$ cat src/rtl/brres_pkg.sv
`timescale 1ns/1ps
package brres_pkg;
    localparam int XW      = 32;
    localparam int OPC_HI  = 31;
    localparam int OPC_W   = 6;
    localparam int BO_W    = 5;
    localparam int BI_W    = 5;
    localparam int LI_W    = 24;
    localparam int BD_W    = 14;
    localparam int STEP    = 4;

    localparam logic [OPC_W-1:0] OPC_UNCOND = 6'd18;
    localparam logic [OPC_W-1:0] OPC_COND   = 6'd16;
    localparam logic [OPC_W-1:0] OPC_REG    = 6'd19;

    typedef enum logic [2:0] {
        FORM_NONE,
        FORM_UNC_REL,
        FORM_UNC_ABS,
        FORM_CND_REL,
        FORM_CND_ABS,
        FORM_CND_REG
    } form_e;

    typedef struct packed {
        form_e           form;
        logic [BO_W-1:0] bo;
        logic [BI_W-1:0] bi;
        logic [XW-1:0]   offset;
    } dec_t;

    typedef struct packed {
        logic          taken;
        logic [XW-1:0] next_pc;
        logic [XW-1:0] ctr;
        logic          ctr_we;
    } res_t;

    function automatic logic [XW-1:0] widen_long(input logic [LI_W-1:0] f);
        return {{(XW-LI_W-2){f[LI_W-1]}}, f, 2'b00};
    endfunction

    function automatic logic [XW-1:0] widen_short(input logic [BD_W-1:0] f);
        return {{(XW-BD_W-2){f[BD_W-1]}}, f, 2'b00};
    endfunction

    function automatic logic is_cond(input form_e f);
        return (f == FORM_CND_REL) || (f == FORM_CND_ABS) || (f == FORM_CND_REG);
    endfunction
endpackage

$ cat src/rtl/brres_decode.sv
`timescale 1ns/1ps
module brres_decode
    import brres_pkg::*;
(
    input  logic [XW-1:0] instr,
    output dec_t          dec
);
    logic [OPC_W-1:0] opc;
    logic             abs_sel;
    logic             unused_link;

    assign opc         = instr[OPC_HI -: OPC_W];
    assign abs_sel     = instr[1];
    assign unused_link = instr[0];

    always_comb begin
        dec.bo     = instr[25:21];
        dec.bi     = instr[20:16];
        dec.offset = '0;
        dec.form   = FORM_NONE;
        unique case (opc)
            OPC_UNCOND: begin
                dec.form   = abs_sel ? FORM_UNC_ABS : FORM_UNC_REL;
                dec.offset = widen_long(instr[25:2]);
            end
            OPC_COND: begin
                dec.form   = abs_sel ? FORM_CND_ABS : FORM_CND_REL;
                dec.offset = widen_short(instr[15:2]);
            end
            OPC_REG: begin
                dec.form   = FORM_CND_REG;
            end
            default: begin
                dec.form   = FORM_NONE;
            end
        endcase
    end
endmodule

$ cat src/rtl/brres_test.sv
`timescale 1ns/1ps
module brres_test
    import brres_pkg::*;
(
    input  form_e           form,
    input  logic [BO_W-1:0] bo,
    input  logic [BI_W-1:0] bi,
    input  logic [XW-1:0]   cr,
    input  logic [XW-1:0]   ctr,
    output logic            pass,
    output logic [XW-1:0]   ctr_dec,
    output logic            ctr_we
);
    logic           ctr_ok;
    logic           cond_ok;
    logic [BI_W-1:0] bit_idx;

    assign ctr_dec = ctr - 1'b1;
    assign bit_idx = BI_W'(XW - 1) - bi;

    always_comb begin
        ctr_we = 1'b0;
        ctr_ok = 1'b1;
        if (is_cond(form) && !bo[2]) begin
            ctr_we = 1'b1;
            ctr_ok = bo[1] ? (ctr_dec == '0) : (ctr_dec != '0);
        end
        cond_ok = bo[4] ? 1'b1 : (cr[bit_idx] == bo[3]);
        unique case (form)
            FORM_UNC_REL, FORM_UNC_ABS:               pass = 1'b1;
            FORM_CND_REL, FORM_CND_ABS, FORM_CND_REG: pass = ctr_ok && cond_ok;
            default:                                  pass = 1'b0;
        endcase
    end
endmodule

$ cat src/rtl/brres_target.sv
`timescale 1ns/1ps
module brres_target
    import brres_pkg::*;
(
    input  form_e         form,
    input  logic [XW-1:0] offset,
    input  logic [XW-1:0] pc,
    input  logic [XW-1:0] tgt,
    output logic [XW-1:0] target
);
    always_comb begin
        unique case (form)
            FORM_UNC_REL, FORM_CND_REL: target = pc + offset;
            FORM_UNC_ABS, FORM_CND_ABS: target = offset;
            FORM_CND_REG:               target = {tgt[XW-1:2], 2'b00};
            default:                    target = pc + XW'(STEP);
        endcase
    end
endmodule

$ cat src/rtl/branch_resolve.sv
`timescale 1ns/1ps
module branch_resolve
    import brres_pkg::*;
(
    input  logic          clk,
    input  logic          rst,
    input  logic          req_valid,
    input  logic [31:0]   req_instr,
    input  logic [31:0]   req_pc,
    input  logic [31:0]   req_cr,
    input  logic [31:0]   req_ctr,
    input  logic [31:0]   req_tgt,
    output logic          res_valid,
    output logic          res_taken,
    output logic [31:0]   res_next_pc,
    output logic [31:0]   res_ctr,
    output logic          res_ctr_we
);
    dec_t          dec;
    logic          pass;
    logic [XW-1:0] ctr_dec;
    logic          ctr_we;
    logic [XW-1:0] target;
    res_t          res_d;
    res_t          res_q;
    logic          vld_q;

    brres_decode u_dec (
        .instr (req_instr),
        .dec   (dec)
    );

    brres_test u_test (
        .form    (dec.form),
        .bo      (dec.bo),
        .bi      (dec.bi),
        .cr      (req_cr),
        .ctr     (req_ctr),
        .pass    (pass),
        .ctr_dec (ctr_dec),
        .ctr_we  (ctr_we)
    );

    brres_target u_tgt (
        .form   (dec.form),
        .offset (dec.offset),
        .pc     (req_pc),
        .tgt    (req_tgt),
        .target (target)
    );

    always_comb begin
        res_d.taken   = pass;
        res_d.next_pc = pass ? target : req_pc + XW'(STEP);
        res_d.ctr     = ctr_dec;
        res_d.ctr_we  = ctr_we;
    end

    always_ff @(posedge clk) begin
        if (rst) begin
            vld_q <= 1'b0;
            res_q <= '0;
        end else begin
            vld_q <= req_valid;
            if (req_valid) begin
                res_q <= res_d;
            end else begin
                res_q.ctr_we <= 1'b0;
            end
        end
    end

    assign res_valid   = vld_q;
    assign res_taken   = res_q.taken;
    assign res_next_pc = res_q.next_pc;
    assign res_ctr     = res_q.ctr;
    assign res_ctr_we  = res_q.ctr_we;

    logic [OPC_W-1:0] opc_in;
    assign opc_in = req_instr[OPC_HI -: OPC_W];

    a_r2_valid_follows: assert property (@(posedge clk) disable iff (rst)
        req_valid |=> res_valid);
    a_r2_no_spurious: assert property (@(posedge clk) disable iff (rst)
        !req_valid |=> !res_valid);
    a_r7_no_ctr_write: assert property (@(posedge clk) disable iff (rst)
        (req_valid && (opc_in == OPC_COND || opc_in == OPC_REG) && req_instr[23])
        |=> !res_ctr_we);
    a_r8_ctr_decrement: assert property (@(posedge clk) disable iff (rst)
        (req_valid && (opc_in == OPC_COND || opc_in == OPC_REG) && !req_instr[23])
        |=> (res_ctr_we && res_ctr == $past(req_ctr) - 32'd1));
    a_r10_fallthrough: assert property (@(posedge clk) disable iff (rst)
        req_valid |=> (res_taken || res_next_pc == $past(req_pc) + 32'd4));
    a_r11_other_opcode: assert property (@(posedge clk) disable iff (rst)
        (req_valid && opc_in != OPC_COND && opc_in != OPC_REG && opc_in != OPC_UNCOND)
        |=> (!res_taken && !res_ctr_we));
    a_r3_uncond_taken: assert property (@(posedge clk) disable iff (rst)
        (req_valid && opc_in == OPC_UNCOND) |=> (res_taken && !res_ctr_we));
endmodule

$ cat config.mk
export PLATFORM = sky130hd
export DESIGN_NAME = branch_resolve
export DESIGN_NICKNAME = d
export VERILOG_FILES = /design/src/rtl/brres_pkg.sv /design/src/rtl/brres_decode.sv /design/src/rtl/brres_test.sv /design/src/rtl/brres_target.sv /design/src/rtl/branch_resolve.sv
export SDC_FILE = /design/constraint.sdc
export NUM_CORES = 1
export LEC_CHECK = 0
export ABC_AREA = 1
export BUFFER_PORTS_ARGS = -buffer_cell sky130_fd_sc_hd__buf_2
export CORE_ASPECT_RATIO = 0.75
export CORE_UTILIZATION = 50
export DETAILED_ROUTE_END_ITERATION = 12
export GPL_TIMING_DRIVEN = 0
export PLACE_DENSITY = 0.78
export RECOVER_POWER = 50
export SETUP_SLACK_MARGIN = 0.2
export SYNTH_ARGS = -nofsm -noshare
export SYNTH_HDL_FRONTEND = slang
export SYNTH_SLANG_ARGS = --single-unit
$ cat constraint.sdc
create_clock -name clk -period 3.6 [get_ports clk]
set_input_delay 0 -clock clk [delete_from_list [all_inputs] [get_ports clk]]
set_output_delay 0 -clock clk [all_outputs]
set_load 0.01 [all_outputs]
==> impl_metrics.ini, run 1 <==
[outcome]
status = completed

[synth]
yosysWarningCount = 0
synth_flop_cell = sky130_fd_sc_hd__dfxtp_1
post_synth_inst_count = 1400
synth_fp_nets = 1587
synth-seq-cells = 67
yosys.cell_types.count = 45
synth_enable_flop_cells = 0
synth.cell_area_um2 = 7664
synthArstFlopShare_pct = 0
syn_avg_cell_area_um2 = 5.474
synth_seq_area_share_pct = 17.50

[detailed_routing]
route.vias.total = 10469
detail-route-antenna-nets = 0
post_detailed_route_drc_marker_count = 0
wl_per_cell_um = 17.13
routed_wl_um = 31570
drt-pass1-iter-count = 5
detail_route.vias_per_cell = 5.680
first_iter_violations = 1231

[floorplan]
die_y_um = 109.2
row_count = 38
ioPinCount = 230
design.core.area_um2 = 14690
dieArea_um2 = 15830
initial_standard_cell_utilization_of_the_core_pct = 52.16
die_w_um = 145.0

[sta]
worstMarginPinSlew_ns = 0.7846
relSlewSlack_pct = 47.50
final_hold_viols = 0
final-max-slew-violation-count = 0
clock_skew_ns = 0
final.hold.worst_slack_ns = 0.01828
maxClockFrequency_mhz = 318.3
setup_viol = 0
rsz0062_at_grt = no
period_minus_slack_ns = 3.142
timing.final.crit_share_pct = 87.28

[clock_tree]
cts_tree = yes
clock_tree.root_cell = sky130_fd_sc_hd__clkbuf_16
cts_inserted_buffers = 9
worstSkewPairLatency_ns = 0.34
cts_num_sinks = 67
cts_max_level = 3
clkTransAtPathRegs_ns = 0.06
max-clock-path-buffers = 2

[setup_path]
worstPathArrival_ns = 3.41
critPathKind = in2reg
start_kind = primary input
worstPathRequired_ns = 3.87
crit_fanout = 10
critical_path.endpoint_type = register

[global_routing]
grt_antenna_before_repair = 0
grt_pass1_vias = 8898
grt_max_degree = 14
grt_first_pass_wirelength_um = 47270
globalRoute.totalOverflow = 0
grtUsageTotal_pct = 38.70

[place]
place.detailed.hpwl_um = 26110
port_buffers = 223
place.gp.congestion = 1.064

[cells_and_area]
final_nets = 1825
drive_above_1_share_pct = 13.63
area_growth_syn_to_layout_pct = 21.55
num_antenna_cells = 0
n_fill_cell = 1494

[pwr]
p_per_area_nw_per_um2 = 257.4
p_leak_nw = 4.873
worst_ir_drop_vdd_uv = 253.0
pnr_total_power_w = 0.002397

[min_path]
holdCritPathClass = in2reg

[job]
cap_violations = 0
[metal layers]
layer  vias to the layer above  global-route usage [%]  part of all wire (%)
met3                        57                   8.410                    13
met2                       673                   58.21                    40
met1                      4732                   55.77                    45
met5                         -                       0                     0
li1                       5007                       -                     -
met4                         0                   8.815                   2.1
[state kept, by name, summed over array words and instances (netlist names)]
register,flops
res_ctr,32
res_valid,1
res_ctr_we,1
res_next_pc,32
res_taken,1
[final timing paths]
kind,startpoint,end,slack [ns],cells past startpoint
setup reg to reg,res_ctr[14]$_SDFFE_PP0P_,res_ctr[14]$_SDFFE_PP0P_,2.87,4
setup / recovery,req_instr[30],res_next_pc[30]$_SDFFE_PP0P_,0.46,24
hold / removal,req_ctr[28],res_ctr[28]$_SDFFE_PP0P_,0.02,3
hold reg to reg,res_next_pc[2]$_SDFFE_PP0P_,res_next_pc[2]$_SDFFE_PP0P_,0.46,2
[power breakdown]
group / switching [W] / internal (W)
Combinational: 0.000429 / 0.000230
Clock: 0.000374 / 0.000540
Sequential: 0.0000331 / 0.000791
Total: 0.000836 / 0.00156
[placed cells by master, fill, tap and decap left out, types with 3 or more instances in the layout]
cell type / Yosys / routed
sky130_fd_sc_hd__inv_1: 180 / 180
sky130_fd_sc_hd__buf_6: 3 / 3
sky130_fd_sc_hd__a21oi_1: 65 / 65
sky130_fd_sc_hd__a31oi_1: 4 / 4
sky130_fd_sc_hd__dlygate4sd3_1: 0 / 4
sky130_fd_sc_hd__clkinv_1: 3 / 3
sky130_fd_sc_hd__o21ai_0: 76 / 74
sky130_fd_sc_hd__nand2_2: 5 / 5
sky130_fd_sc_hd__o21a_1: 6 / 6
sky130_fd_sc_hd__dfxtp_1: 67 / 67
sky130_fd_sc_hd__nor3_1: 17 / 16
sky130_fd_sc_hd__nand4_1: 39 / 39
sky130_fd_sc_hd__o21ai_1: 7 / 8
sky130_fd_sc_hd__xnor2_1: 8 / 8
sky130_fd_sc_hd__nor2_1: 206 / 206
sky130_fd_sc_hd__clkbuf_16: 0 / 9
sky130_fd_sc_hd__o221ai_1: 5 / 5
sky130_fd_sc_hd__nand3_1: 126 / 126
sky130_fd_sc_hd__o21bai_1: 9 / 9
sky130_fd_sc_hd__nor3_2: 2 / 3
sky130_fd_sc_hd__ha_1: 23 / 23
sky130_fd_sc_hd__inv_2: 3 / 3
sky130_fd_sc_hd__xor2_1: 24 / 24
sky130_fd_sc_hd__a221oi_1: 3 / 3
sky130_fd_sc_hd__clkbuf_1: 28 / 94
sky130_fd_sc_hd__buf_2: 8 / 165
sky130_fd_sc_hd__nand3b_1: 12 / 12
sky130_fd_sc_hd__nand2_1: 414 / 414
sky130_fd_sc_hd__o211ai_1: 9 / 9
sky130_fd_sc_hd__a22oi_1: 11 / 11
sky130_fd_sc_hd__nor2_2: 10 / 8
sky130_fd_sc_hd__nor2_4: 3 / 5
[stage by stage]
step	cell area, um^2	setup slack (ns)	TNS (ns)	cells	util, %
after floorplan	7664	0.9543	0	1400	-
after global placement	9030	-0.1277	-0.4995	1823	61.46
after detailed placement	9030	-0.1686	-0.7155	1823	61.46
after CTS	9371	0.2096	0	1843	63.79
after global routing	9315	0.2110	0	1843	63.40
final	9315	0.4580	0	1843	63.40
[final cells by class]
class	count	area (um^2)	area share, %
multi-input cells	1105	5453	58.54
flip-flops and latches	67	1341	14.40
well taps	200	250.2	2.686
repair buffers	227	1074	11.52
clock inverters	7	76.32	0.8193
plain buffers	42	197.7	2.122
clock buffers	9	225.2	2.418
inverters	186	698.2	7.495
[Yosys cell counts (4+ instances only)]
master | number | area, um^2
sky130_fd_sc_hd__nand2_1 | 414 | 1554
sky130_fd_sc_hd__nor2_1 | 206 | 773.2
sky130_fd_sc_hd__inv_1 | 180 | 675.7
sky130_fd_sc_hd__nand3_1 | 126 | 630.6
sky130_fd_sc_hd__o21ai_0 | 76 | 380.4
sky130_fd_sc_hd__dfxtp_1 | 67 | 1341
sky130_fd_sc_hd__a21oi_1 | 65 | 325.3
sky130_fd_sc_hd__nand4_1 | 39 | 244.0
sky130_fd_sc_hd__clkbuf_1 | 28 | 105.1
sky130_fd_sc_hd__xor2_1 | 24 | 210.2
sky130_fd_sc_hd__ha_1 | 23 | 287.8
sky130_fd_sc_hd__nor3_1 | 17 | 85.08
sky130_fd_sc_hd__nand3b_1 | 12 | 90.09
sky130_fd_sc_hd__a22oi_1 | 11 | 82.58
sky130_fd_sc_hd__nor2_2 | 10 | 62.56
sky130_fd_sc_hd__o211ai_1 | 9 | 67.56
sky130_fd_sc_hd__o21bai_1 | 9 | 67.56
sky130_fd_sc_hd__buf_2 | 8 | 40.04
sky130_fd_sc_hd__xnor2_1 | 8 | 70.07
sky130_fd_sc_hd__o21ai_1 | 7 | 35.03
sky130_fd_sc_hd__o21a_1 | 6 | 45.04
sky130_fd_sc_hd__nand2_2 | 5 | 31.28
sky130_fd_sc_hd__o221ai_1 | 5 | 43.79
sky130_fd_sc_hd__a31oi_1 | 4 | 25.02
[worst max-delay path: stages]
cell and delay, ns:
sky130_fd_sc_hd__buf_2 0.09, sky130_fd_sc_hd__inv_1 0.06, sky130_fd_sc_hd__nor2_4 0.27, sky130_fd_sc_hd__nand3_4 0.24
sky130_fd_sc_hd__nor2_2 0.28, sky130_fd_sc_hd__inv_1 0.17, sky130_fd_sc_hd__buf_2 0.24, sky130_fd_sc_hd__o21ai_1 0.29
sky130_fd_sc_hd__ha_1 0.36, sky130_fd_sc_hd__nand2_1 0.18, sky130_fd_sc_hd__inv_1 0.05, sky130_fd_sc_hd__nand3_1 0.10
sky130_fd_sc_hd__nand2_1 0.09, sky130_fd_sc_hd__nand2_1 0.07, sky130_fd_sc_hd__nand2_1 0.08, sky130_fd_sc_hd__a21oi_1 0.17
sky130_fd_sc_hd__nand2_1 0.08, sky130_fd_sc_hd__nand2_1 0.06, sky130_fd_sc_hd__nand3_1 0.09, sky130_fd_sc_hd__nand3_1 0.12
sky130_fd_sc_hd__nand2_1 0.06, sky130_fd_sc_hd__nand2_1 0.07, sky130_fd_sc_hd__nand2_1 0.07, sky130_fd_sc_hd__a21oi_1 0.13
[cell families (layout without fill, tap and decap cells)]
| group | after synthesis | in the layout | share of synthesized area, % |
|---|---|---|---|
| compound gates | 201 | 201 | 15.07 |
| xor+xnor | 32 | 32 | 3.657 |
| fa+ha+maj | 24 | 24 | 4.016 |
| buf+inv | 228 | 471 | 11.69 |
| flops | 67 | 67 | 17.50 |
| simple gates | 848 | 848 | 48.07 |
[timing repair]
item                       4_1_cts  5_1_grt
setup endpoints to repair        3       16
hold buffers                     4        0
pin swaps                        0        0
gates resized for setup          1        6
buffers inserted                 0        0
hold endpoints to repair         4        0
Note: power is estimated with default switching activity, not from simulation.
==> inputs of run 2 (changes only) <==
- BUFFER_PORTS_ARGS: -buffer_cell sky130_fd_sc_hd__buf_2 -> default
- DONT_BUFFER_PORTS: default -> 1
- PLACE_DENSITY: 0.78 -> 0.65
- RECOVER_POWER: 50 -> 100
==> impl_metrics.ini, run 2 (synthesis results as in run 1) <==
[clock_tree]
cts_inserted_buffers = 9
max-clock-path-buffers = 2
cts_tree = yes
cts_num_sinks = 67
cts_max_level = 3
worstSkewPairLatency_ns = 0.33
clock_tree.root_cell = sky130_fd_sc_hd__clkbuf_16
post-cts-setup-buffers = 0
clkTransAtPathRegs_ns = 0.06

[floorplan]
die_y_um = 109.2
initial_standard_cell_utilization_of_the_core_pct = 52.16
design.core.area_um2 = 14690
row_count = 38
die_w_um = 145.0
dieArea_um2 = 15830
ioPinCount = 230

[setup_path]
critical_path.endpoint_type = register
critical-path-slowest-cell = sky130_fd_sc_hd__nor2_1
critical_path.most_common_cell = sky130_fd_sc_hd__nand2_1
crit_fanout = 10
cpPeakStageDelay_ns = 0.74
start_kind = primary input
cp_cell_sequence = inv_1, nand3_1, nor2_1, nand2_1, nand2_1, nand2_1, nor2_1, nand2_1, nor3_1, nand3_1, nand2_1, nand3_2, nand2_1, clkbuf_1, nand3b_1, nand3_1, a21oi_1
worstPathRequired_ns = 3.79
path_buf_inv = 2
critical_path.top_delay_family = simple AND/OR/NAND/NOR gates
critPathKind = in2reg
worstPathArrival_ns = 3.35

[global_routing]
busiest_layer = met2
grt_first_pass_wirelength_um = 44460
met1_usage_pct = 51.64
grt_pass1_vias = 8137
grtUsageTotal_pct = 36.46
grt_util_met3_pct = 11.09
grt_util_met2_pct = 53.30
grt_antenna_before_repair = 0
globalRoute.totalOverflow = 0
grt_max_degree = 13

[place]
port_buffers = 0
placement_cell_area_um2 = 7914
place.gp.congestion = 1.019
place.detailed.hpwl_um = 24470

[sta]
relSlewSlack_pct = 39.66
final.hold.worst_slack_ns = -0.05023
setup_viol = 0
sum_of_negative_setup_slack_ns = 0
final_hold_viols = 2
final-max-slew-violation-count = 0
clock_skew_ns = 0
worstMarginPinSlew_ns = 0.9018
period_minus_slack_ns = 3.160
maxClockFrequency_mhz = 316.4
rsz0062_at_grt = no
timing.final.crit_share_pct = 87.78

[detailed_routing]
drt-pass1-iter-count = 5
routed_wl_um = 29620
first_iter_violations = 1031
detail-route-antenna-nets = 0
detail_route.vias_per_cell = 5.699
route.vias.total = 9398
wl_per_cell_um = 17.96
post_detailed_route_drc_marker_count = 0

[job]
cap_violations = 0

[pwr]
worst_ir_drop_vdd_uv = 227.9
power_report.internal_total_w = 0.001540
share_clk_of_total_power_pct = 40.7
sequentialPowerShare_pct = 38.1
p_per_area_nw_per_um2 = 264.4
netSwitchingPower_w = 0.0007049
p_leak_nw = 4.248
combinationalPowerShare_pct = 21.2
switching_share_pct = 31.39

[cells_and_area]
num_antenna_cells = 0
final_nets = 1631
mostFrequentLayoutCells = 417 x sky130_fd_sc_hd__nand2_1, 210 x sky130_fd_sc_hd__nor2_1, 181 x sky130_fd_sc_hd__inv_1, 127 x sky130_fd_sc_hd__nand3_1, 80 x sky130_fd_sc_hd__o21ai_0
mostFrequentLayoutCell = sky130_fd_sc_hd__nand2_1
area_growth_syn_to_layout_pct = 10.81
postLayoutCellArea_um2 = 8492
drive_above_1_share_pct = 3.796

[outcome]
status = finished with violations
violations = negative hold slack

[min_path]
holdCritPathClass = in2reg
run 2: cell types whose count changed in the layout (fill, tap and decap cells not counted), sizes merged:
cell	previous run	this run
buf	171	10
clkbuf	103	43
clkinv	6	7
clkinvlp	2	0
dlygate4sd3	4	33
inv	184	183
run 2: final cells by class:
class	instances	area, um^2
well taps	200	250.2
fillers	1582	6200
plain buffers	42	185.2
inverters	186	698.2
multi-input cells	1105	5373
clock inverters	5	61.31
flip-flops and latches	67	1341
repair buffers	33	330.3
clock buffers	11	252.7
run 2: worst register-to-register path, stage by stage (launching register included):
cell and delay, ns:
sky130_fd_sc_hd__dfxtp_1 0.39, sky130_fd_sc_hd__nor2_1 0.07, sky130_fd_sc_hd__nor2_1 0.10, sky130_fd_sc_hd__o21ai_0 0.10
sky130_fd_sc_hd__inv_1 0.08
run 2: power groups by stage:
stage                     clock network, W  registers (W)  logic, W
after floorplan                          0       0.000854  0.000338
after global placement                   0       0.000872  0.000432
after detailed placement                 0       0.000872  0.000437
after CTS                         0.000916       0.000856  0.000471
after global routing              0.000952       0.000861  0.000533
final                             0.000914       0.000856  0.000475
run 2: stage by stage:
step | std cells | hold slack, ns | utilization [%] | worst slack (ns) | power, W
2_1_floorplan | 1400 | 0.07866 | - | 0.9543 | 0.001192
3_3_place_gp | 1600 | 0.08166 | 53.87 | 0.01864 | 0.001304
3_5_place_dp | 1600 | 0.08273 | 53.87 | 0.001079 | 0.001309
4_1_cts | 1649 | 0.0007731 | 58.25 | 0.3057 | 0.002243
5_1_grt | 1649 | -0.02653 | 57.80 | 0.1826 | 0.002346
6_report | 1649 | -0.05023 | 57.80 | 0.4399 | 0.002245
run 2: routing by layer:
layer  wire (um)  part of all wire, %  up-vias
met3        4096                   14       40
met2       11770                   40      547
li1            -                    -     4636
met5           0                    0        -
met1       13200                   45     4175
met4         544                  1.8        0
run 2: final timing paths:
| path | startpoint | to | slack [ns] | cells after the start |
|---|---|---|---|---|
| worst min register to register | res_next_pc[1]$_SDFFE_PP0P_ | res_next_pc[1]$_SDFFE_PP0P_ | 0.51 | 2 |
| worst min-delay path | req_ctr[0] | res_ctr[1]$_SDFFE_PP0P_ | -0.05 | 3 |
| worst max-delay path | req_ctr[1] | res_next_pc[3]$_SDFFE_PP0P_ | 0.44 | 17 |
| worst max register to register | res_ctr[8]$_SDFFE_PP0P_ | res_ctr[8]$_SDFFE_PP0P_ | 2.81 | 4 |
run 2: timing repair:
| action | CTS | global route |
|---|---|---|
| setup endpoints to repair | 0 | 9 |
| endpoints found under the hold margin | 33 | 0 |
| hold buffers | 33 | 0 |
| resized for setup | 0 | 5 |
